`config.mk`:
```
export PLATFORM = sky130hd
export DESIGN_NAME = i2c_pool_engine
export DESIGN_NICKNAME = d
export VERILOG_FILES = /design/src/rtl/i2c_pool_pkg.sv /design/src/rtl/i2c_pool_clamp.sv /design/src/rtl/i2c_pool_ctrl_reg.sv /design/src/rtl/i2c_pool_seq.sv /design/src/rtl/i2c_pool_engine.sv
export SDC_FILE = /design/constraint.sdc
export NUM_CORES = 1
export LEC_CHECK = 0
export ABC_CLOCK_PERIOD_IN_PS = 1900
export CAP_MARGIN = 0
export CORE_ASPECT_RATIO = 0.6
export CORE_MARGIN = 5
export CORE_UTILIZATION = 41
export DETAILED_ROUTE_END_ITERATION = 8
export HOLD_SLACK_MARGIN = 0.12
export MAX_ROUTING_LAYER = met4
export PLACE_DENSITY_LB_ADDON = 0.25
export REMOVE_ABC_BUFFERS = 1
export SLEW_MARGIN = 20
export SYNTH_ARGS = -nofsm -noshare
export SYNTH_HDL_FRONTEND = slang
export SYNTH_SLANG_ARGS = --single-unit
```
`constraint.sdc`:
```
create_clock -name clk_i -period 1.9 [get_ports clk_i]
set_input_delay 0.19 -clock clk_i [delete_from_list [all_inputs] [get_ports clk_i]]
set_output_delay 0.19 -clock clk_i [all_outputs]
set_load 0.05 [all_outputs]
```
`src/rtl/i2c_pool_pkg.sv`:
```
package i2c_pool_pkg;
  localparam logic [1:0] SEL_POOL   = 2'd0;
  localparam logic [1:0] SEL_CMD    = 2'd1;
  localparam logic [1:0] SEL_GLOBAL = 2'd2;

  localparam logic [1:0] OP_START = 2'd0;
  localparam logic [1:0] OP_TX    = 2'd1;
  localparam logic [1:0] OP_RX    = 2'd2;

  localparam int CMD_START = 0;
  localparam int CMD_TX    = 1;
  localparam int CMD_RX    = 3;
  localparam int CMD_LAST  = 4;
  localparam int CMD_TXBUF = 6;
  localparam int CMD_RXBUF = 7;

  localparam logic [15:0] CMD_CLR_MASK = 16'h00DB;

  typedef enum logic [2:0] {
    ST_IDLE,
    ST_RD,
    ST_LAT,
    ST_SEND,
    ST_RECV,
    ST_WR,
    ST_FIN
  } seq_state_e;
endpackage

```
`src/rtl/i2c_pool_clamp.sv`:
```
module i2c_pool_clamp #(
  parameter int SLICE_BYTES = 16,
  parameter int CNT_W       = 5
) (
  input  logic [7:0]       field_i,
  output logic [CNT_W-1:0] cnt_o
);
  logic [8:0] raw;
  assign raw = {1'b0, field_i} + 9'd1;

  always_comb begin
    if (raw > 9'(SLICE_BYTES)) cnt_o = CNT_W'(SLICE_BYTES);
    else                       cnt_o = raw[CNT_W-1:0];
  end
endmodule

```
`src/rtl/i2c_pool_ctrl_reg.sv`:
```
module i2c_pool_ctrl_reg (
  input  logic        clk_i,
  input  logic        rst_ni,
  input  logic        pool_we_i,
  input  logic        glb_we_i,
  input  logic [31:0] wdata_i,
  input  logic        wb_en_i,
  input  logic [7:0]  wb_cnt_i,
  output logic [31:0] pool_ctrl_o,
  output logic        sram_en_o
);
  logic unused_hi;
  assign unused_hi = ^wdata_i[31:24];

  // software owns 23:0, engine owns 31:24; both may update in one cycle
  always_ff @(posedge clk_i or negedge rst_ni) begin
    if (!rst_ni) begin
      pool_ctrl_o <= '0;
      sram_en_o   <= 1'b0;
    end else begin
      if (pool_we_i) pool_ctrl_o[23:0]  <= wdata_i[23:0];
      if (wb_en_i)   pool_ctrl_o[31:24] <= wb_cnt_i;
      if (glb_we_i)  sram_en_o          <= wdata_i[0];
    end
  end
endmodule

```
`src/rtl/i2c_pool_seq.sv`:
```
module i2c_pool_seq
  import i2c_pool_pkg::*;
#(
  parameter int SLICE_BYTES = 16,
  parameter int BUS_ID      = 2,
  parameter int CNT_W       = 5,
  parameter int RAM_AW      = 7
) (
  input  logic              clk_i,
  input  logic              rst_ni,
  input  logic              cmd_we_i,
  input  logic [15:0]       cmd_wdata_i,
  input  logic              sram_en_i,
  input  logic [CNT_W-1:0]  tx_cnt_i,
  input  logic [CNT_W-1:0]  rx_cnt_i,
  input  logic [7:0]        ram_rdata_i,
  input  logic              be_done_i,
  input  logic              be_nak_i,
  input  logic [7:0]        be_rdata_i,
  output logic [15:0]       cmd_o,
  output logic              busy_o,
  output logic              done_o,
  output logic              nak_o,
  output logic              rejected_o,
  output logic              ram_re_o,
  output logic              ram_we_o,
  output logic [RAM_AW-1:0] ram_addr_o,
  output logic [7:0]        ram_wdata_o,
  output logic              be_req_o,
  output logic [1:0]        be_op_o,
  output logic [7:0]        be_wdata_o,
  output logic              be_last_o,
  output logic              wb_en_o,
  output logic [7:0]        wb_cnt_o
);
  localparam int IDX_W = $clog2(SLICE_BYTES);
  localparam logic [RAM_AW-1:0] BASE = RAM_AW'(BUS_ID * SLICE_BYTES);

  seq_state_e       state_q;
  logic [15:0]      cmd_q;
  logic [CNT_W-1:0] tx_cnt_q, rx_cnt_q;
  logic [IDX_W-1:0] idx_q;
  logic [7:0]       byte_q;
  logic             addr_phase_q, rx_ran_q, nak_q, rej_q;

  function automatic logic want_rx(input logic [15:0] c);
    return (c[CMD_RX] | c[CMD_LAST]) & c[CMD_RXBUF];
  endfunction

  logic idle, has_buf, accept, reject, last_tx, last_rx;
  assign idle    = (state_q == ST_IDLE);
  assign has_buf = |cmd_wdata_i[CMD_RXBUF:CMD_TXBUF];
  assign accept  = cmd_we_i & idle & has_buf & sram_en_i;
  assign reject  = cmd_we_i & idle & has_buf & ~sram_en_i;
  assign last_tx = ({1'b0, idx_q} == tx_cnt_q - CNT_W'(1));
  assign last_rx = ({1'b0, idx_q} == rx_cnt_q - CNT_W'(1));

  always_ff @(posedge clk_i or negedge rst_ni) begin
    if (!rst_ni) begin
      state_q      <= ST_IDLE;
      cmd_q        <= '0;
      tx_cnt_q     <= '0;
      rx_cnt_q     <= '0;
      idx_q        <= '0;
      byte_q       <= '0;
      addr_phase_q <= 1'b0;
      rx_ran_q     <= 1'b0;
      nak_q        <= 1'b0;
      rej_q        <= 1'b0;
    end else begin
      rej_q <= reject;
      unique case (state_q)
        ST_IDLE: if (accept) begin
          cmd_q    <= cmd_wdata_i;
          tx_cnt_q <= tx_cnt_i;
          rx_cnt_q <= rx_cnt_i;
          nak_q    <= 1'b0;
          rx_ran_q <= 1'b0;
          idx_q    <= '0;
          if (cmd_wdata_i[CMD_START] & cmd_wdata_i[CMD_TXBUF]) begin
            addr_phase_q <= 1'b1;
            state_q      <= ST_RD;
          end else if (cmd_wdata_i[CMD_TX] & cmd_wdata_i[CMD_TXBUF]) begin
            addr_phase_q <= 1'b0;
            state_q      <= ST_RD;
          end else begin
            addr_phase_q <= 1'b0;
            state_q      <= want_rx(cmd_wdata_i) ? ST_RECV : ST_FIN;
          end
        end
        ST_RD:  state_q <= ST_LAT;
        ST_LAT: begin
          byte_q  <= ram_rdata_i;
          state_q <= ST_SEND;
        end
        ST_SEND: if (be_done_i) begin
          if (be_nak_i) begin
            nak_q   <= 1'b1;
            state_q <= ST_FIN;
          end else if (addr_phase_q) begin
            addr_phase_q <= 1'b0;
            if (cmd_q[CMD_TX] && tx_cnt_q > CNT_W'(1)) begin
              idx_q   <= IDX_W'(1);
              state_q <= ST_RD;
            end else begin
              idx_q   <= '0;
              state_q <= want_rx(cmd_q) ? ST_RECV : ST_FIN;
            end
          end else if (last_tx) begin
            idx_q   <= '0;
            state_q <= want_rx(cmd_q) ? ST_RECV : ST_FIN;
          end else begin
            idx_q   <= idx_q + IDX_W'(1);
            state_q <= ST_RD;
          end
        end
        ST_RECV: if (be_done_i) begin
          byte_q  <= be_rdata_i;
          state_q <= ST_WR;
        end
        ST_WR: begin
          if (last_rx) begin
            rx_ran_q <= 1'b1;
            state_q  <= ST_FIN;
          end else begin
            idx_q   <= idx_q + IDX_W'(1);
            state_q <= ST_RECV;
          end
        end
        ST_FIN: begin
          cmd_q   <= cmd_q & ~CMD_CLR_MASK;
          state_q <= ST_IDLE;
        end
        default: state_q <= ST_IDLE;
      endcase
    end
  end

  assign cmd_o       = cmd_q;
  assign busy_o      = ~idle;
  assign done_o      = (state_q == ST_FIN);
  assign nak_o       = nak_q;
  assign rejected_o  = rej_q;
  assign ram_re_o    = (state_q == ST_RD);
  assign ram_we_o    = (state_q == ST_WR);
  assign ram_addr_o  = BASE + RAM_AW'(idx_q);
  assign ram_wdata_o = byte_q;
  assign be_req_o    = (state_q == ST_SEND) | (state_q == ST_RECV);
  assign be_op_o     = (state_q == ST_SEND) ? (addr_phase_q ? OP_START : OP_TX) : OP_RX;
  assign be_wdata_o  = byte_q;
  assign be_last_o   = (state_q == ST_RECV) & cmd_q[CMD_LAST] & last_rx;
  assign wb_en_o     = done_o & rx_ran_q;
  assign wb_cnt_o    = 8'(rx_cnt_q);
endmodule

```
`src/rtl/i2c_pool_engine.sv`:
```
module i2c_pool_engine
  import i2c_pool_pkg::*;
#(
  parameter int NUM_BUS     = 8,
  parameter int SLICE_BYTES = 16,
  parameter int BUS_ID      = 2,
  localparam int CNT_W      = $clog2(SLICE_BYTES) + 1,
  localparam int RAM_AW     = $clog2(NUM_BUS * SLICE_BYTES)
) (
  input  logic              clk_i,
  input  logic              rst_ni,
  input  logic              reg_we_i,
  input  logic [1:0]        reg_sel_i,
  input  logic [31:0]       reg_wdata_i,
  output logic [31:0]       pool_ctrl_o,
  output logic [15:0]       cmd_o,
  output logic              busy_o,
  output logic              done_o,
  output logic              nak_o,
  output logic              rejected_o,
  output logic              ram_re_o,
  output logic              ram_we_o,
  output logic [RAM_AW-1:0] ram_addr_o,
  output logic [7:0]        ram_wdata_o,
  input  logic [7:0]        ram_rdata_i,
  output logic              be_req_o,
  output logic [1:0]        be_op_o,
  output logic [7:0]        be_wdata_o,
  output logic              be_last_o,
  input  logic              be_done_i,
  input  logic              be_nak_i,
  input  logic [7:0]        be_rdata_i
);
  logic             sram_en, wb_en;
  logic [7:0]       wb_cnt;
  logic [7:0]       cnt_field [2];
  logic [CNT_W-1:0] cnt       [2];

  assign cnt_field[0] = pool_ctrl_o[15:8];
  assign cnt_field[1] = pool_ctrl_o[23:16];

  for (genvar g = 0; g < 2; g++) begin : g_clamp
    i2c_pool_clamp #(.SLICE_BYTES(SLICE_BYTES), .CNT_W(CNT_W)) u_clamp (
      .field_i(cnt_field[g]),
      .cnt_o  (cnt[g])
    );
  end

  i2c_pool_ctrl_reg u_regs (
    .clk_i      (clk_i),
    .rst_ni     (rst_ni),
    .pool_we_i  (reg_we_i && reg_sel_i == SEL_POOL),
    .glb_we_i   (reg_we_i && reg_sel_i == SEL_GLOBAL),
    .wdata_i    (reg_wdata_i),
    .wb_en_i    (wb_en),
    .wb_cnt_i   (wb_cnt),
    .pool_ctrl_o(pool_ctrl_o),
    .sram_en_o  (sram_en)
  );

  i2c_pool_seq #(
    .SLICE_BYTES(SLICE_BYTES), .BUS_ID(BUS_ID), .CNT_W(CNT_W), .RAM_AW(RAM_AW)
  ) u_seq (
    .clk_i      (clk_i),
    .rst_ni     (rst_ni),
    .cmd_we_i   (reg_we_i && reg_sel_i == SEL_CMD),
    .cmd_wdata_i(reg_wdata_i[15:0]),
    .sram_en_i  (sram_en),
    .tx_cnt_i   (cnt[0]),
    .rx_cnt_i   (cnt[1]),
    .ram_rdata_i(ram_rdata_i),
    .be_done_i  (be_done_i),
    .be_nak_i   (be_nak_i),
    .be_rdata_i (be_rdata_i),
    .cmd_o      (cmd_o),
    .busy_o     (busy_o),
    .done_o     (done_o),
    .nak_o      (nak_o),
    .rejected_o (rejected_o),
    .ram_re_o   (ram_re_o),
    .ram_we_o   (ram_we_o),
    .ram_addr_o (ram_addr_o),
    .ram_wdata_o(ram_wdata_o),
    .be_req_o   (be_req_o),
    .be_op_o    (be_op_o),
    .be_wdata_o (be_wdata_o),
    .be_last_o  (be_last_o),
    .wb_en_o    (wb_en),
    .wb_cnt_o   (wb_cnt)
  );
endmodule

```
==> impl_results.md <==
- Outcome: finished, violations left
- Failing checks: setup timing
- Final setup fails: 5
- Sequential fraction of the synthesis area: 0.482
- Routed via count: 3310
- Worst Hold Class: in -> async
- Slowest cell on the critical path: dfrtp_1
- Largest stage delay, worst path: 370 ps
- Max FO, Critical Path: 4
- H-tree Lvls: 3
- # fillers: 720
- RePlAce Congestion: 0.864
- CTS root buf: clkbuf_16
- GRT Total Usage: 0.192
- Dpl cell area: 0.00544 mm^2
- Worst-path clk slew: 60 ps
- DP Cell Count: 636
- Site Rows: 27
- Synth Cell Area: 0.00390 mm^2
- HPWL after DPL: 7.94 mm
- Worst setup SP type: flip-flop
- EDFF count, synth: 0
- Power per cell area: 1640 mW/mm^2
- Final non-filler cell total: 660
- Crit-path cells: inv_2 > ha_4 > nand4b_1 > a21oi_2 > o311a_4 > and3_4 > buf_12
- Chip width: 136 um
- CTS sink count: 75
- Routed length per instance: 16.4 um
- Highest Clock Rate: 497 MHz
- Hold Worst Slack: 344 ps
- Post-route ant nets: 0
- Antenna violations before repair: 0
- Min Tclk post-route: 2010 ps
- Final Skew: 5.79 ps
- 1st-pass router iterations: 4
- Yosys Warn Count: 0
- Clock latency on the worst-skew pair: 330 ps
- GR Overflow Total: 0
- FFs w/ async S/R, synth: 1.00
- Worst setup EP type: primary output
- Yosys reg bits: 75
- Io pins: 136
- Synth Flop Type: dfrtp_1
- Final setup margin: -113 ps
- Largest net degree at the start of global routing: 46
- Final hold violation count: 0
- Layout cell share with drive strength beyond 1: 0.264
- WP data required: 1710 ps
- Largest area contributor in the netlist: dfrtp_1
- Fin util: 0.648
- Synth Instances: 380
- Pins Over Slew Limit: 0
- Post-Place Setup Slack: -76.4 ps
- Ratio of final minimum period to clock period: 1.06
- Number of buffers added on ports: 121
- Largest cells by area after synthesis: dfrtp_1 (48%), mux2_2 (6.9%), nand2_1 (6.2%)
- First-pass GRT wire length: 17.2 mm
- Number of distinct library cells after synthesis: 64
- Area Overhead vs Synth: 53.4%
- Peak supply drop: 0.791 mV
- Die height: 85.5 um
- Slew Limit Headroom: 0.623
- Post-Syn Area per Cell: 10.3 um^2
- Yosys top cell area share: 0.482
- Die area: 0.0116 mm^2
- Ant diodes: 0
- WL final: 10.8 mm
- Worst EP arrival: 1820 ps
- Nets: 590
- Initial drt markers: 159
- Setup TNS: -283 ps
- Core area: 0.00922 mm^2
- Worst-margin pin slew: 565 ps
- Clock buffer depth: 2
- Cell area after layout: 0.00598 mm^2
- Setup CP Type: reg -> out
- Vias/cell: 5.02
- Leakage Power: 2.58 nW
- CTS tree: done
- Initial core utilization: 0.423
- CP top delay family: compound AO/OA/AOI/OAI gates
- DRC errors left: 0
- RSZ-0062 raised after global routing: yes
- Max cap viols: 0
- WP buf/inv: 2
- CTS buffer count: 9
- Vias in the first global route: 3448
- Total power: 9.79 mW
## placed cells by master (no fill, tap or decap), types with 5 or more instances in the layout
cell type,netlist,routed
clkdlybuf4s50_1,0,104
dfrtp_1,75,73
nand2_1,64,64
buf_4,16,40
mux2_2,24,24
nor2_1,20,19
a21oi_1,17,16
o21ai_0,15,14
buf_12,0,11
mux2i_1,10,10
xor2_1,9,9
clkbuf_16,0,9
xnor2_1,8,8
inv_2,2,7
nand3_1,7,7
conb_1,2,6
inv_1,10,5
ha_1,8,5
## synthesized netlist by cell type (2+ instances only)
cell / n
nand4b_1: 2
nor3b_1: 2
o211ai_1: 2
buf_2: 11
nand3b_1: 3
or2_1: 2
and3_1: 2
inv_2: 2
o21ai_0: 15
buf_4: 16
nand3_1: 7
nor3_1: 6
a21oi_1: 17
nand2_2: 2
xor2_1: 9
o22ai_1: 4
o21ai_2: 2
nor2_1: 20
nor2_2: 2
dfrtp_1: 75
mux2_1: 3
a32o_1: 2
conb_1: 2
xnor2_1: 8
o21a_1: 2
nor2b_1: 4
mux2_2: 24
clkbuf_1: 3
a211oi_1: 3
ha_1: 8
a22o_1: 2
mux2i_1: 10
o21ai_1: 3
nand2_1: 64
inv_1: 10
o31ai_1: 3
## flip-flops by register name, indices dropped and copies added, names as in the netlist
name / cells
u_seq.nak_o: 1
u_regs.sram_en_o: 1
u_seq.rejected_o: 1
u_seq.rx_cnt_q: 5
u_seq.state_q: 3
u_seq.addr_phase_q: 1
u_regs.pool_ctrl_o: 29
u_seq.be_wdata_o: 8
u_seq.idx_q: 4
u_seq.cmd_o: 16
u_seq.rx_ran_q: 1
u_seq.tx_cnt_q: 5
## worst paths after layout
| check | startpoint | cells after the start | slack, ps | end |
|---|---|---|---|---|
| max in group asynchronous | rst_ni | 3 | 960 | u_seq.state_q[1] |
| worst max register to register | u_seq.rx_cnt_q[0] | 10 | -70 | u_seq.state_q[1] |
| worst min register to register | u_seq.cmd_o[12] | 2 | 480 | u_seq.cmd_o[12] |
| min in group clk_i | reg_wdata_i[15] | 3 | 420 | u_seq.cmd_o[15] |
| worst min-delay path | rst_ni | 2 | 340 | u_regs.pool_ctrl_o[19] |
| worst max-delay path | u_seq.rx_cnt_q[0] | 7 | -110 | be_last_o |
## metal layers
| layer | global-route usage | up-vias | part of all wire |
|---|---|---|---|
| li1 | - | 1601 | - |
| met1 | 0.258 | 1578 | 0.47 |
| met2 | 0.285 | 119 | 0.44 |
| met3 | 0.0528 | 12 | 0.071 |
| met4 | 0.0567 | 0 | 0.017 |
| met5 | - | - | 0 |
## layout make-up
class,instances,area (um^2),share of cell area
clock buffers,11,243,0.0406
clock inverters,3,40.0,0.00670
inverters,12,45.0,0.00754
multi-input cells,267,1970,0.329
flip-flops and latches,75,1880,0.314
well taps,130,163,0.0272
repair buffers,162,1640,0.274
## report_power, final
part | switching [mW] | leakage [nW] | internal (mW) | total (mW)
clock network | 0.603 | 0.141 | 1.03 | 1.64
logic | 3.38 | 1.51 | 2.12 | 5.50
registers | 0.538 | 0.929 | 2.11 | 2.65
## logic make-up (layout without fill, tap and decap cells)
family / count (synthesis) / in the layout / share of synthesized area
other: 2 / 6 / 0.00193
xor gates and xnor gates: 17 / 17 / 0.0382
buffers and inverters: 42 / 188 / 0.0594
adders and majority gates: 8 / 8 / 0.0257
DFF: 75 / 75 / 0.482
and+or+nand+nor: 130 / 130 / 0.164
muxes: 37 / 37 / 0.104
AOI/OAI and AO/OA: 69 / 69 / 0.125
## worst register-to-register path, delay by kind of cell (launching register included)
kind / cells / cell delay (ps)
AND/OR/NAND/NOR: 2 / 280
buffers and inverters: 3 / 330
adder cells (fa/ha/maj): 1 / 170
flip-flops: 1 / 370
AO/OA/AOI/OAI: 4 / 690
## what timing repair did
item | 4_1_cts | 5_1_grt
hold buffers | 1 | 0
endpoints found under the setup margin | 7 | 19
pin swaps | 3 | 8
hold endpoints to repair | 30 | 0
setup buffers | 5 | 4
gates resized for setup | 12 | 32
Power figures use the tool's default switching activity.
